<file path="config.mk">
export PLATFORM = sky130hd
export DESIGN_NAME = focus_acq
export DESIGN_NICKNAME = d
export VERILOG_FILES = /design/src/rtl/focus_acq_pkg.sv /design/src/rtl/focus_acq_ramp.sv /design/src/rtl/focus_acq_zc.sv /design/src/rtl/focus_acq_win.sv /design/src/rtl/focus_acq.sv
export SDC_FILE = /design/constraint.sdc
export NUM_CORES = 1
export LEC_CHECK = 0
export BUFFER_PORTS_ARGS = -buffer_cell sky130_fd_sc_hd__buf_2
export CAP_MARGIN = 25
export CORE_MARGIN = 2
export CORE_UTILIZATION = 25
export DETAILED_ROUTE_END_ITERATION = 10
export PLACE_DENSITY = 0.51
export SETUP_SLACK_MARGIN = 0.2
export SYNTH_ARGS = -nofsm -noshare
export SYNTH_HDL_FRONTEND = slang
export SYNTH_SLANG_ARGS = --single-unit
export TNS_END_PERCENT = 5
</file>
<file path="constraint.sdc">
create_clock -name clk -period 8.8 [get_ports clk]
set_input_delay 0.88 -clock clk [delete_from_list [all_inputs] [get_ports clk]]
set_output_delay 0.88 -clock clk [all_outputs]
set_load 0.01 [all_outputs]
</file>
<file path="src/rtl/focus_acq_pkg.sv">
package focus_acq_pkg;

    localparam int PER_W = 8;

    typedef enum logic [1:0] {
        ST_IDLE   = 2'd0,
        ST_SEARCH = 2'd1,
        ST_CLOSED = 2'd2,
        ST_FAILED = 2'd3
    } acq_state_e;

    typedef enum logic [1:0] {
        RC_PARK = 2'd0,
        RC_LOAD = 2'd1,
        RC_STEP = 2'd2,
        RC_HOLD = 2'd3
    } ramp_cmd_e;

    typedef struct packed {
        logic rev_top;
        logic rev_bot;
    } ramp_evt_t;

    // true when one more completed period reaches a non-zero limit
    function automatic logic periods_exhausted(input logic [PER_W-1:0] done,
                                               input logic [PER_W-1:0] limit);
        logic [PER_W:0] nxt;
        nxt = {1'b0, done} + {{PER_W{1'b0}}, 1'b1};
        return (limit != '0) && (nxt >= {1'b0, limit});
    endfunction

    function automatic logic [PER_W-1:0] sat_inc(input logic [PER_W-1:0] v);
        return (v == '1) ? v : v + 1'b1;
    endfunction

endpackage

</file>
<file path="src/rtl/focus_acq_ramp.sv">
module focus_acq_ramp
    import focus_acq_pkg::*;
#(
    parameter int DRV_W = 12
) (
    input  logic                    clk,
    input  logic                    rst,
    input  ramp_cmd_e               cmd,
    input  logic        [DRV_W-1:0] step_i,
    input  logic signed [DRV_W-1:0] lo_i,
    input  logic signed [DRV_W-1:0] hi_i,
    output logic signed [DRV_W-1:0] drive_o,
    output logic                    up_o,
    output ramp_evt_t               evt_o
);
    localparam int EXT_W = DRV_W + 2;

    logic signed [EXT_W-1:0] cur_x, lo_x, hi_x, step_x, nxt_up, nxt_dn;

    always_comb begin
        cur_x  = {{2{drive_o[DRV_W-1]}}, drive_o};
        lo_x   = {{2{lo_i[DRV_W-1]}}, lo_i};
        hi_x   = {{2{hi_i[DRV_W-1]}}, hi_i};
        step_x = {2'b00, step_i};
        nxt_up = cur_x + step_x;
        nxt_dn = cur_x - step_x;
        evt_o.rev_top = up_o && (nxt_up >= hi_x);
        evt_o.rev_bot = !up_o && (nxt_dn <= lo_x);
    end

    always_ff @(posedge clk) begin
        if (rst) begin
            drive_o <= '0;
            up_o    <= 1'b1;
        end else begin
            unique case (cmd)
                RC_PARK: begin
                    drive_o <= '0;
                    up_o    <= 1'b1;
                end
                RC_LOAD: begin
                    drive_o <= lo_i;
                    up_o    <= 1'b1;
                end
                RC_STEP: begin
                    if (up_o) begin
                        if (evt_o.rev_top) begin
                            drive_o <= hi_i;
                            up_o    <= 1'b0;
                        end else begin
                            drive_o <= nxt_up[DRV_W-1:0];
                        end
                    end else begin
                        if (evt_o.rev_bot) begin
                            drive_o <= lo_i;
                            up_o    <= 1'b1;
                        end else begin
                            drive_o <= nxt_dn[DRV_W-1:0];
                        end
                    end
                end
                default: ;
            endcase
        end
    end

endmodule

</file>
<file path="src/rtl/focus_acq_zc.sv">
module focus_acq_zc #(
    parameter int FE_W = 10
) (
    input  logic                   clk,
    input  logic                   rst,
    input  logic                   arm,
    input  logic                   run,
    input  logic                   clr,
    input  logic signed [FE_W-1:0] fe_i,
    input  logic signed [FE_W-1:0] thr_i,
    output logic                   zc_o
);
    logic above, above_q;

    assign above = (fe_i >= thr_i);

    always_ff @(posedge clk) begin
        if (rst || arm) begin
            above_q <= 1'b1;
            zc_o    <= 1'b0;
        end else if (run) begin
            above_q <= above;
            if (clr)
                zc_o <= 1'b0;
            else if (!above_q && above)
                zc_o <= 1'b1;
        end
    end

endmodule

</file>
<file path="src/rtl/focus_acq_win.sv">
module focus_acq_win #(
    parameter int WIN_CYCLES = 2000
) (
    input  logic clk,
    input  logic rst,
    input  logic en,
    output logic open_o
);
    localparam int CW = $clog2(WIN_CYCLES + 1);
    localparam logic [CW-1:0] LIMIT = CW'(WIN_CYCLES);

    logic [CW-1:0] cnt_q;

    always_ff @(posedge clk) begin
        if (rst || !en)
            cnt_q <= '0;
        else if (cnt_q != LIMIT)
            cnt_q <= cnt_q + 1'b1;
    end

    assign open_o = en && (cnt_q == LIMIT);

endmodule

</file>
<file path="src/rtl/focus_acq.sv">
module focus_acq
    import focus_acq_pkg::*;
#(
    parameter int DRV_W      = 12,
    parameter int FE_W       = 10,
    parameter int WIN_CYCLES = 2000
) (
    input  logic                    clk,
    input  logic                    rst,
    input  logic                    start_i,
    input  logic                    fok_i,
    input  logic signed [FE_W-1:0]  fe_i,
    input  logic signed [FE_W-1:0]  fz_thr_i,
    input  logic        [DRV_W-1:0] step_i,
    input  logic signed [DRV_W-1:0] lo_lim_i,
    input  logic signed [DRV_W-1:0] hi_lim_i,
    input  logic        [PER_W-1:0] max_per_i,
    output logic signed [DRV_W-1:0] drive_o,
    output logic                    kick_o,
    output logic                    loop_closed_o,
    output logic                    focus_closed_n_o,
    output logic                    check_win_o,
    output logic                    fail_o
);
    acq_state_e       state_q, state_d;
    ramp_cmd_e        rcmd;
    ramp_evt_t        revt;
    logic             ramp_up;
    logic             zc_q;
    logic [PER_W-1:0] per_q;
    logic             searching, start_ok, capture, fail_now, win_open;

    assign searching = (state_q == ST_SEARCH);
    assign start_ok  = start_i && !searching;
    assign capture   = searching && ramp_up && fok_i && zc_q;
    assign fail_now  = searching && !capture && revt.rev_bot
                       && periods_exhausted(per_q, max_per_i);

    always_comb begin
        state_d = state_q;
        rcmd    = RC_HOLD;
        if (start_ok) begin
            state_d = ST_SEARCH;
            rcmd    = RC_LOAD;
        end else begin
            unique case (state_q)
                ST_SEARCH: begin
                    if (capture) begin
                        state_d = ST_CLOSED;
                        rcmd    = RC_HOLD;
                    end else if (fail_now) begin
                        state_d = ST_FAILED;
                        rcmd    = RC_PARK;
                    end else begin
                        rcmd    = RC_STEP;
                    end
                end
                ST_CLOSED: rcmd = RC_HOLD;
                default:   rcmd = RC_PARK;
            endcase
        end
    end

    always_ff @(posedge clk) begin
        if (rst) begin
            state_q <= ST_IDLE;
            per_q   <= '0;
        end else begin
            state_q <= state_d;
            if (start_ok)
                per_q <= '0;
            else if (rcmd == RC_STEP && revt.rev_bot)
                per_q <= sat_inc(per_q);
        end
    end

    focus_acq_ramp #(.DRV_W(DRV_W)) u_ramp (
        .clk     (clk),
        .rst     (rst),
        .cmd     (rcmd),
        .step_i  (step_i),
        .lo_i    (lo_lim_i),
        .hi_i    (hi_lim_i),
        .drive_o (drive_o),
        .up_o    (ramp_up),
        .evt_o   (revt)
    );

    focus_acq_zc #(.FE_W(FE_W)) u_zc (
        .clk   (clk),
        .rst   (rst),
        .arm   (start_ok),
        .run   (searching),
        .clr   (revt.rev_top | revt.rev_bot),
        .fe_i  (fe_i),
        .thr_i (fz_thr_i),
        .zc_o  (zc_q)
    );

    focus_acq_win #(.WIN_CYCLES(WIN_CYCLES)) u_win (
        .clk    (clk),
        .rst    (rst),
        .en     (state_q == ST_CLOSED),
        .open_o (win_open)
    );

    assign kick_o           = searching;
    assign loop_closed_o    = (state_q == ST_CLOSED);
    assign focus_closed_n_o = (state_q != ST_CLOSED);
    assign check_win_o      = win_open;
    assign fail_o           = (state_q == ST_FAILED);

endmodule

</file>
==> summary.txt, run 1 <==
Detailed routing
  • TritonRoute pass-1 iters: 4
  • DR WL/cell: 13.9 um
  • Total routed wirelength: 12,500 um
  • DRC Markers: 0
  • DR iter-0 viols: 192
  • Antenna-violating nets left: 0
  • Via count: 4,210
  • Vias per cell: 4.71

GRT
  • GRT Max-Usage Layer: met2
  • Initial antenna violation count: 0
  • Global routing met3 resource utilization: 0.0200
  • Largest net degree at the start of global routing: 25
  • Grt ovf: 0
  • Vias in the first global route: 4,019
  • Met2 usage in global routing: 0.202
  • M1 GR Usage: 0.184
  • GRT Overall Usage: 0.129
  • First-pass GRT wire length: 20,400 um

Timing
  • Part of the cycle the worst path needs: 0.690
  • RSZ-0062 raised after global routing: false
  • Setup TNS Final: 0 ps
  • Worst hold margin: 459 ps
  • Max Fclk: 165 MHz
  • Final-report hold violation count: 0
  • Max-slew headroom: 0.444
  • Fin Clk Skew: 8.95 ps
  • Final min period: 6070 ps
  • # setup viols final: 0
  • Worst Max-Slew Pin Slew: 828 ps
  • Pins Over Slew Limit: 0

Power and ir drop
  • Pwr/cell area: 106 nW/um^2
  • Pleak: 2.55 nW
  • Design Power: 0.000568 W
  • Worst IR Drop VDD: 0.0651 mV

Clock tree
  • H-tree levels: 2
  • CTS Sinks: 36
  • CTS tree: built
  • Clock transition at path regs: 60 ps
  • Clock Tree Root: clkbuf_16
  • Post-cts gate resize count: 0
  • Clk Latency, worst-skew pair: 280 ps
  • CTS Buf Count: 5
  • Post-CTS setup buffer count: 0
  • Clock Tree Buf Depth: 2
  • Hold-fix buffers at CTS: 0

Synth
  • Yosys warns: 0
  • Cell count after synthesis: 586
  • Post-synth cell types: 68
  • Most used flip-flop cell after synthesis: dfxtp_1
  • Seq/Total Area, Yosys: 0.158
  • Area share of the largest cell type after synthesis: 0.222
  • Ys async rst share: 0
  • Mean Syn Cell Area: 7.80 um^2
  • EDFF count, synth: 0
  • Register bit total from synthesis: 36
  • Synth Net Count: 737
  • Largest cells by area after synthesis: ha_1 22%, dfxtp_1 16%, inv_1 6.7%
  • Cell accounting for the most synthesized area: ha_1
  • Post-Syn Area: 4570 um^2

Layout
  • Area growth from synthesis to layout: 17.7%
  • Finished Core Util: 0.300
  • Commonest non-fill, non-tap cells in the layout: 84 x buf_2, 81 x inv_1, 81 x ha_1
  • Commonest non-fill, non-tap cell in the layout: buf_2
  • Design Area, Final: 5380 um^2
  • Nets: 815
  • Layout cell share with drive strength beyond 1: 0.173
  • Number of fill cells in the layout: 1,976
  • Storage element area: 721 um^2
  • Area of the multi-input gates: 3470 um^2
  • Number of antenna diodes: 0

Critical path
  • CP Max Fanout: 16
  • Startpoint types: input pin
  • CP Data Required Time: 9000 ps
  • CP arrival: 6270 ps
  • Crit path kind: input pin to register
  • Crit end category: register

Floorplanning
  • Top Ports: 85
  • Die ar.: 19,400 um^2
  • Initial Util: 0.254
  • Row cnt: 49
  • Core Area: 18,000 um^2
  • Die width: 139 um
  • Die Span Y: 139 um

Run status
  • Status: finished, final reports clean

Job
  • Max-Cap Viols: 0

Place
  • Post-DP HPWL: 10,600 um
  • DP Area: 5210 um^2
  • Port bufs: 84
  • Routability cong.: 0.855

Hold path
  • HP Class: register to register
## cell families after synthesis
group	synth area share
simple gates	0.202
compound gates	0.232
buf+inv	0.0821
fa+ha+maj	0.231
xor+xnor	0.0767
flops	0.158
mux	0.0197
## report_power, final
part | internal (W) | switching [W] | leakage (nW)
registers | 0.000166 | 0.00000424 | 0.291
logic | 0.0000811 | 0.000110 | 2.18
clock network | 0.000133 | 0.0000742 | 0.0798
## registers in the layout (all words and copies together) (netlist names)
name,count
u_ramp.drive_o,12
u_zc.zc_o,1
u_win.cnt_q,11
per_q,8
u_ramp.up_o,1
state_q,2
u_zc.above_q,1
## metal layers
metal,vias to the layer above,part of all wire
li1,2217,-
met4,0,0.017
met1,1869,0.51
met5,-,0
met3,11,0.046
met2,113,0.43
## final cells by class
type	instances	share of cell area
clock inverters	3	0.00791
well taps	229	0.0533
flip-flops and latches	36	0.134
multi-input cells	455	0.646
clock buffers	5	0.0233
repair buffers	85	0.0795
inverters	81	0.0565
## cells in the mapped netlist, types with 8 or more instances
master / count
a21o_1: 8
mux2i_1: 9
nand2b_1: 13
a21oi_1: 36
nor2_1: 63
xor2_1: 13
nor3_1: 10
clkbuf_1: 11
dfxtp_1: 36
nand2_1: 32
nor2b_1: 11
ha_1: 81
o21ai_0: 13
xnor2_1: 27
inv_1: 81
nand3_1: 19
## per-stage QoR
step	std cells	setup WS, ps
2_1_floorplan	586	3230
4_1_cts	894	2780
3_3_place_gp	886	2620
5_1_grt	894	2190
6_report	894	2730
3_5_place_dp	886	2500
## critical path, stage by stage
cell	delay, ps
buf_2	90
inv_1	40
ha_1	390
nor2b_1	190
o211a_1	210
o21a_1	210
o41ai_4	320
o21bai_1	170
nor2_1	110
o21bai_1	90
xnor2_1	150
ha_1	290
nand2_1	70
a211oi_1	260
o31ai_2	140
a21oi_1	350
nor3_2	100
o41ai_2	340
a21oi_1	150
ha_1	380
nand2b_1	320
nor2_1	340
nand3_1	370
a2bb2oi_1	240
o31ai_1	80
## final timing paths
check / start / end / slack (ps) / cells past startpoint
worst min-delay path: u_zc.zc_o / u_zc.zc_o / 460 / 1
worst max register to register: u_ramp.drive_o[0] / u_ramp.drive_o[7] / 2970 / 25
worst max-delay path: step_i[2] / u_ramp.drive_o[7] / 2730 / 25
worst min register to register: u_zc.zc_o / u_zc.zc_o / 460 / 1
Power figures use the tool's default switching activity.
==> inputs of run 2 (changes only) <==
--- a/config.mk
+++ b/config.mk
@@ -5,12 +5,13 @@
 export SDC_FILE = /design/constraint.sdc
 export NUM_CORES = 1
 export LEC_CHECK = 0
+export ABC_AREA = 1
 export BUFFER_PORTS_ARGS = -buffer_cell sky130_fd_sc_hd__buf_2
 export CAP_MARGIN = 25
 export CORE_MARGIN = 2
 export CORE_UTILIZATION = 25
 export DETAILED_ROUTE_END_ITERATION = 10
-export PLACE_DENSITY = 0.51
+export PLACE_DENSITY = 0.53
 export SETUP_SLACK_MARGIN = 0.2
 export SYNTH_ARGS = -nofsm -noshare
 export SYNTH_HDL_FRONTEND = slang
==> constraint.sdc (replaced) <==
create_clock -name clk -period 5.2 [get_ports clk]
set_input_delay 0.52 -clock clk [delete_from_list [all_inputs] [get_ports clk]]
set_output_delay 0.52 -clock clk [all_outputs]
set_load 0.01 [all_outputs]
==> summary.txt, run 2 <==
Place
  • Post-DP HPWL: 11,200 um (+5.8%)
  • Port bufs: 84 (unchanged)
  • Dpl cells: 1,067 (+20%)
  • Routability cong.: 0.901 (+5.4%)

Critical path
  • Worst path slowest cell: ha_1
  • CP Data Required Time: 5370 ps (-3630 ps)
  • Crit path kind: register to register
  • CP arrival: 4680 ps (-1590 ps)
  • Cell repeated most along the worst path: nand2_1
  • Crit end category: register
  • CP Max Fanout: 10 (-6)
  • Startpoint types: register
  • CP peak stage delay: 510 ps (+120 ps)

Hold path
  • HP Class: register to register

Synth
  • Register bit total from synthesis: 36 (unchanged)
  • Most used flip-flop cell after synthesis: dfxtp_1
  • Post-synth cell types: 41 (-40%)
  • Ys async rst share: 0 (unchanged)
  • Cell accounting for the most synthesized area: ha_1
  • Synth Net Count: 909 (+23%)
  • EDFF count, synth: 0 (unchanged)
  • Synth cell count leaders: 181 x nand2_1, 161 x inv_1, 81 x ha_1
  • Area share of the largest cell type after synthesis: 0.214 (-0.00762)
  • Mean Syn Cell Area: 6.24 um^2 (-20%)
  • Cell count after synthesis: 758 (+29%)
  • Post-Syn Area: 4730 um^2 (+3.6%)
  • Yosys warns: 0 (unchanged)
  • Seq/Total Area, Yosys: 0.152 (-0.00542)
  • Largest cells by area after synthesis: ha_1 21%, dfxtp_1 15%, nand2_1 14%
  • Most common cell in the netlist: nand2_1

Timing
  • Max Fclk: 221 MHz
  • Setup TNS Final: 0 ps (unchanged)
  • Final min period: 4520 ps
  • Final-report hold violation count: 0 (unchanged)
  • RSZ-0062 raised after global routing: false
  • # setup viols final: 0 (unchanged)
  • Max-slew headroom: 0.569 (+0.126)
  • Pins Over Slew Limit: 0 (unchanged)
  • Fin Clk Skew: 7.15 ps (-1.80 ps)
  • Worst Max-Slew Pin Slew: 640 ps (-188 ps)
  • Part of the cycle the worst path needs: 0.869

Layout
  • Area of the multi-input gates: 3330 um^2 (-4.1%)
  • Top reg by flops: u_ramp.drive_o
  • Area growth from synthesis to layout: 18.0%
  • Non-filler cells in the finished layout: 1,076 (+20%)
  • Number of fill cells in the layout: 2,102 (+6.4%)
  • Largest regs: u_ramp.drive_o: 12 flops, u_win.cnt_q: 11 flops, per_q: 8 flops
  • Layout cell share with drive strength beyond 1: 0.139 (-0.0338)
  • Max FFs per register: 12 (unchanged)
  • Storage element area: 721 um^2 (unchanged)
  • Commonest non-fill, non-tap cells in the layout: 181 x nand2_1, 161 x inv_1, 84 x buf_2
  • Nets: 991 (+22%)
  • Commonest non-fill, non-tap cell in the layout: nand2_1

Floorplanning
  • Die Span Y: 142 um (+1.7%)
  • Die ar.: 20,000 um^2 (+3.5%)
  • Initial Util: 0.254 (-0.000545)
  • Core Area: 18,600 um^2 (+3.8%)
  • Die width: 142 um (+1.7%)
  • Top Ports: 85 (unchanged)
  • Row cnt: 50 (+2.0%)

Clock tree
  • CTS Buf Count: 5 (unchanged)
  • CTS tree: built
  • Clk Latency, worst-skew pair: 290 ps (about the same)
  • H-tree levels: 2 (unchanged)
  • Post-cts gate resize count: 0 (unchanged)
  • CTS Sinks: 36 (unchanged)
  • Hold-fix buffers at CTS: 0 (unchanged)
  • Clock transition at path regs: 70 ps (about the same)
  • Clock Tree Root: clkbuf_16
  • Clock Tree Buf Depth: 2 (unchanged)
  • Post-CTS setup buffer count: 0 (unchanged)

GRT
  • First-pass GRT wire length: 22,000 um (+7.5%)
  • Vias in the first global route: 4,471 (+11%)
  • Largest net degree at the start of global routing: 17 (-32%)
  • Initial antenna violation count: 1 (+1)
  • GRT Max-Usage Layer: met2
  • Met2 usage in global routing: 0.224 (+0.0213)
  • Global routing met3 resource utilization: 0.0213 (+0.00123)
  • M1 GR Usage: 0.186 (+0.00182)
  • Grt ovf: 0 (unchanged)
  • GRT Overall Usage: 0.135 (+0.00645)

Detailed routing
  • Vias per cell: 4.39 (-6.8%)
  • DRC Markers: 0 (unchanged)
  • DR WL/cell: 12.5 um (-10%)
  • Total routed wirelength: 13,400 um (+7.8%)
  • DR iter-0 viols: 251 (+31%)
  • Antenna-violating nets left: 0 (unchanged)
  • TritonRoute pass-1 iters: 4 (unchanged)
  • Via count: 4,723 (+12%)

Job
  • Max-Cap Viols: 0 (unchanged)

Power and ir drop
  • Pleak: 3.11 nW (+22%)
  • Worst IR Drop VDD: 0.143 mV (+120%)
  • Pwr/cell area: 176 nW/um^2 (+66%)

Run status
  • Status: finished, final reports clean
run 2: path summary, 6_finish.rpt:
check | from | to | slack, ps | cells past startpoint
setup reg to reg | u_ramp.drive_o[6] | per_q[2] | 680 | 27
hold reg to reg | per_q[1] | per_q[1] | 490 | 2
setup / recovery | u_ramp.drive_o[6] | per_q[2] | 680 | 27
hold / removal | per_q[1] | per_q[1] | 490 | 2
run 2: cell type report:
cell class              instances  area share
well taps                     234      0.0524
clock inverters                 3     0.00829
repair buffers                 88      0.0807
flip-flops and latches         36       0.129
inverters                     164       0.110
clock buffers                   5      0.0224
diodes                          1    0.000448
multi-input cells             545       0.596
run 2: worst max-delay path, delay by kind of cell, from the launching register on:
| family | cells | cell delay, ps |
|---|---|---|
| adder cells (fa/ha/maj) | 3 | 1040 |
| buffers and inverters | 4 | 360 |
| flip-flops | 1 | 350 |
| AO/OA/AOI/OAI | 6 | 800 |
| AND/OR/NAND/NOR | 14 | 1840 |
run 2: logic make-up (layout without fill, tap and decap cells):
family | count (synthesis) | in the layout | share of synthesized area
xor gates and xnor gates | 28 | 28 | 0.0518
other | 0 | 1 | 0
adders and majority gates | 83 | 83 | 0.223
and+or+nand+nor | 318 | 318 | 0.298
AOI/OAI and AO/OA | 116 | 116 | 0.131
buffers and inverters | 177 | 260 | 0.144
DFF | 36 | 36 | 0.152
run 2: metal layers:
layer,wire length [um],vias up
li1,-,2578
met1,6740,2066
met2,6000,73
met3,600,6
met4,98,0
met5,0,-
run 2: report_power, final:
part / leakage [nW] / total [W] / switching (W) / internal (W)
Clock: 0.0804 / 0.000361 / 0.000133 / 0.000228
Sequential: 0.291 / 0.000286 / 0.00000557 / 0.000280
Combinational: 2.74 / 0.000334 / 0.000212 / 0.000122
run 2: through the flow:
stage / hold slack, ps / setup slack, ps / total power [W] / cell area, um^2 / utilization
3_3_place_gp: 462 / 476 / 0.000627 / 5410 / 0.290
6_report: 487 / 684 / 0.000980 / 5580 / 0.300
3_5_place_dp: 463 / 433 / 0.000625 / 5410 / 0.290
5_1_grt: 513 / 222 / 0.00106 / 5580 / 0.299
4_1_cts: 483 / 677 / 0.000993 / 5580 / 0.299
2_1_floorplan: 438 / 983 / 0.000518 / 4730 / -
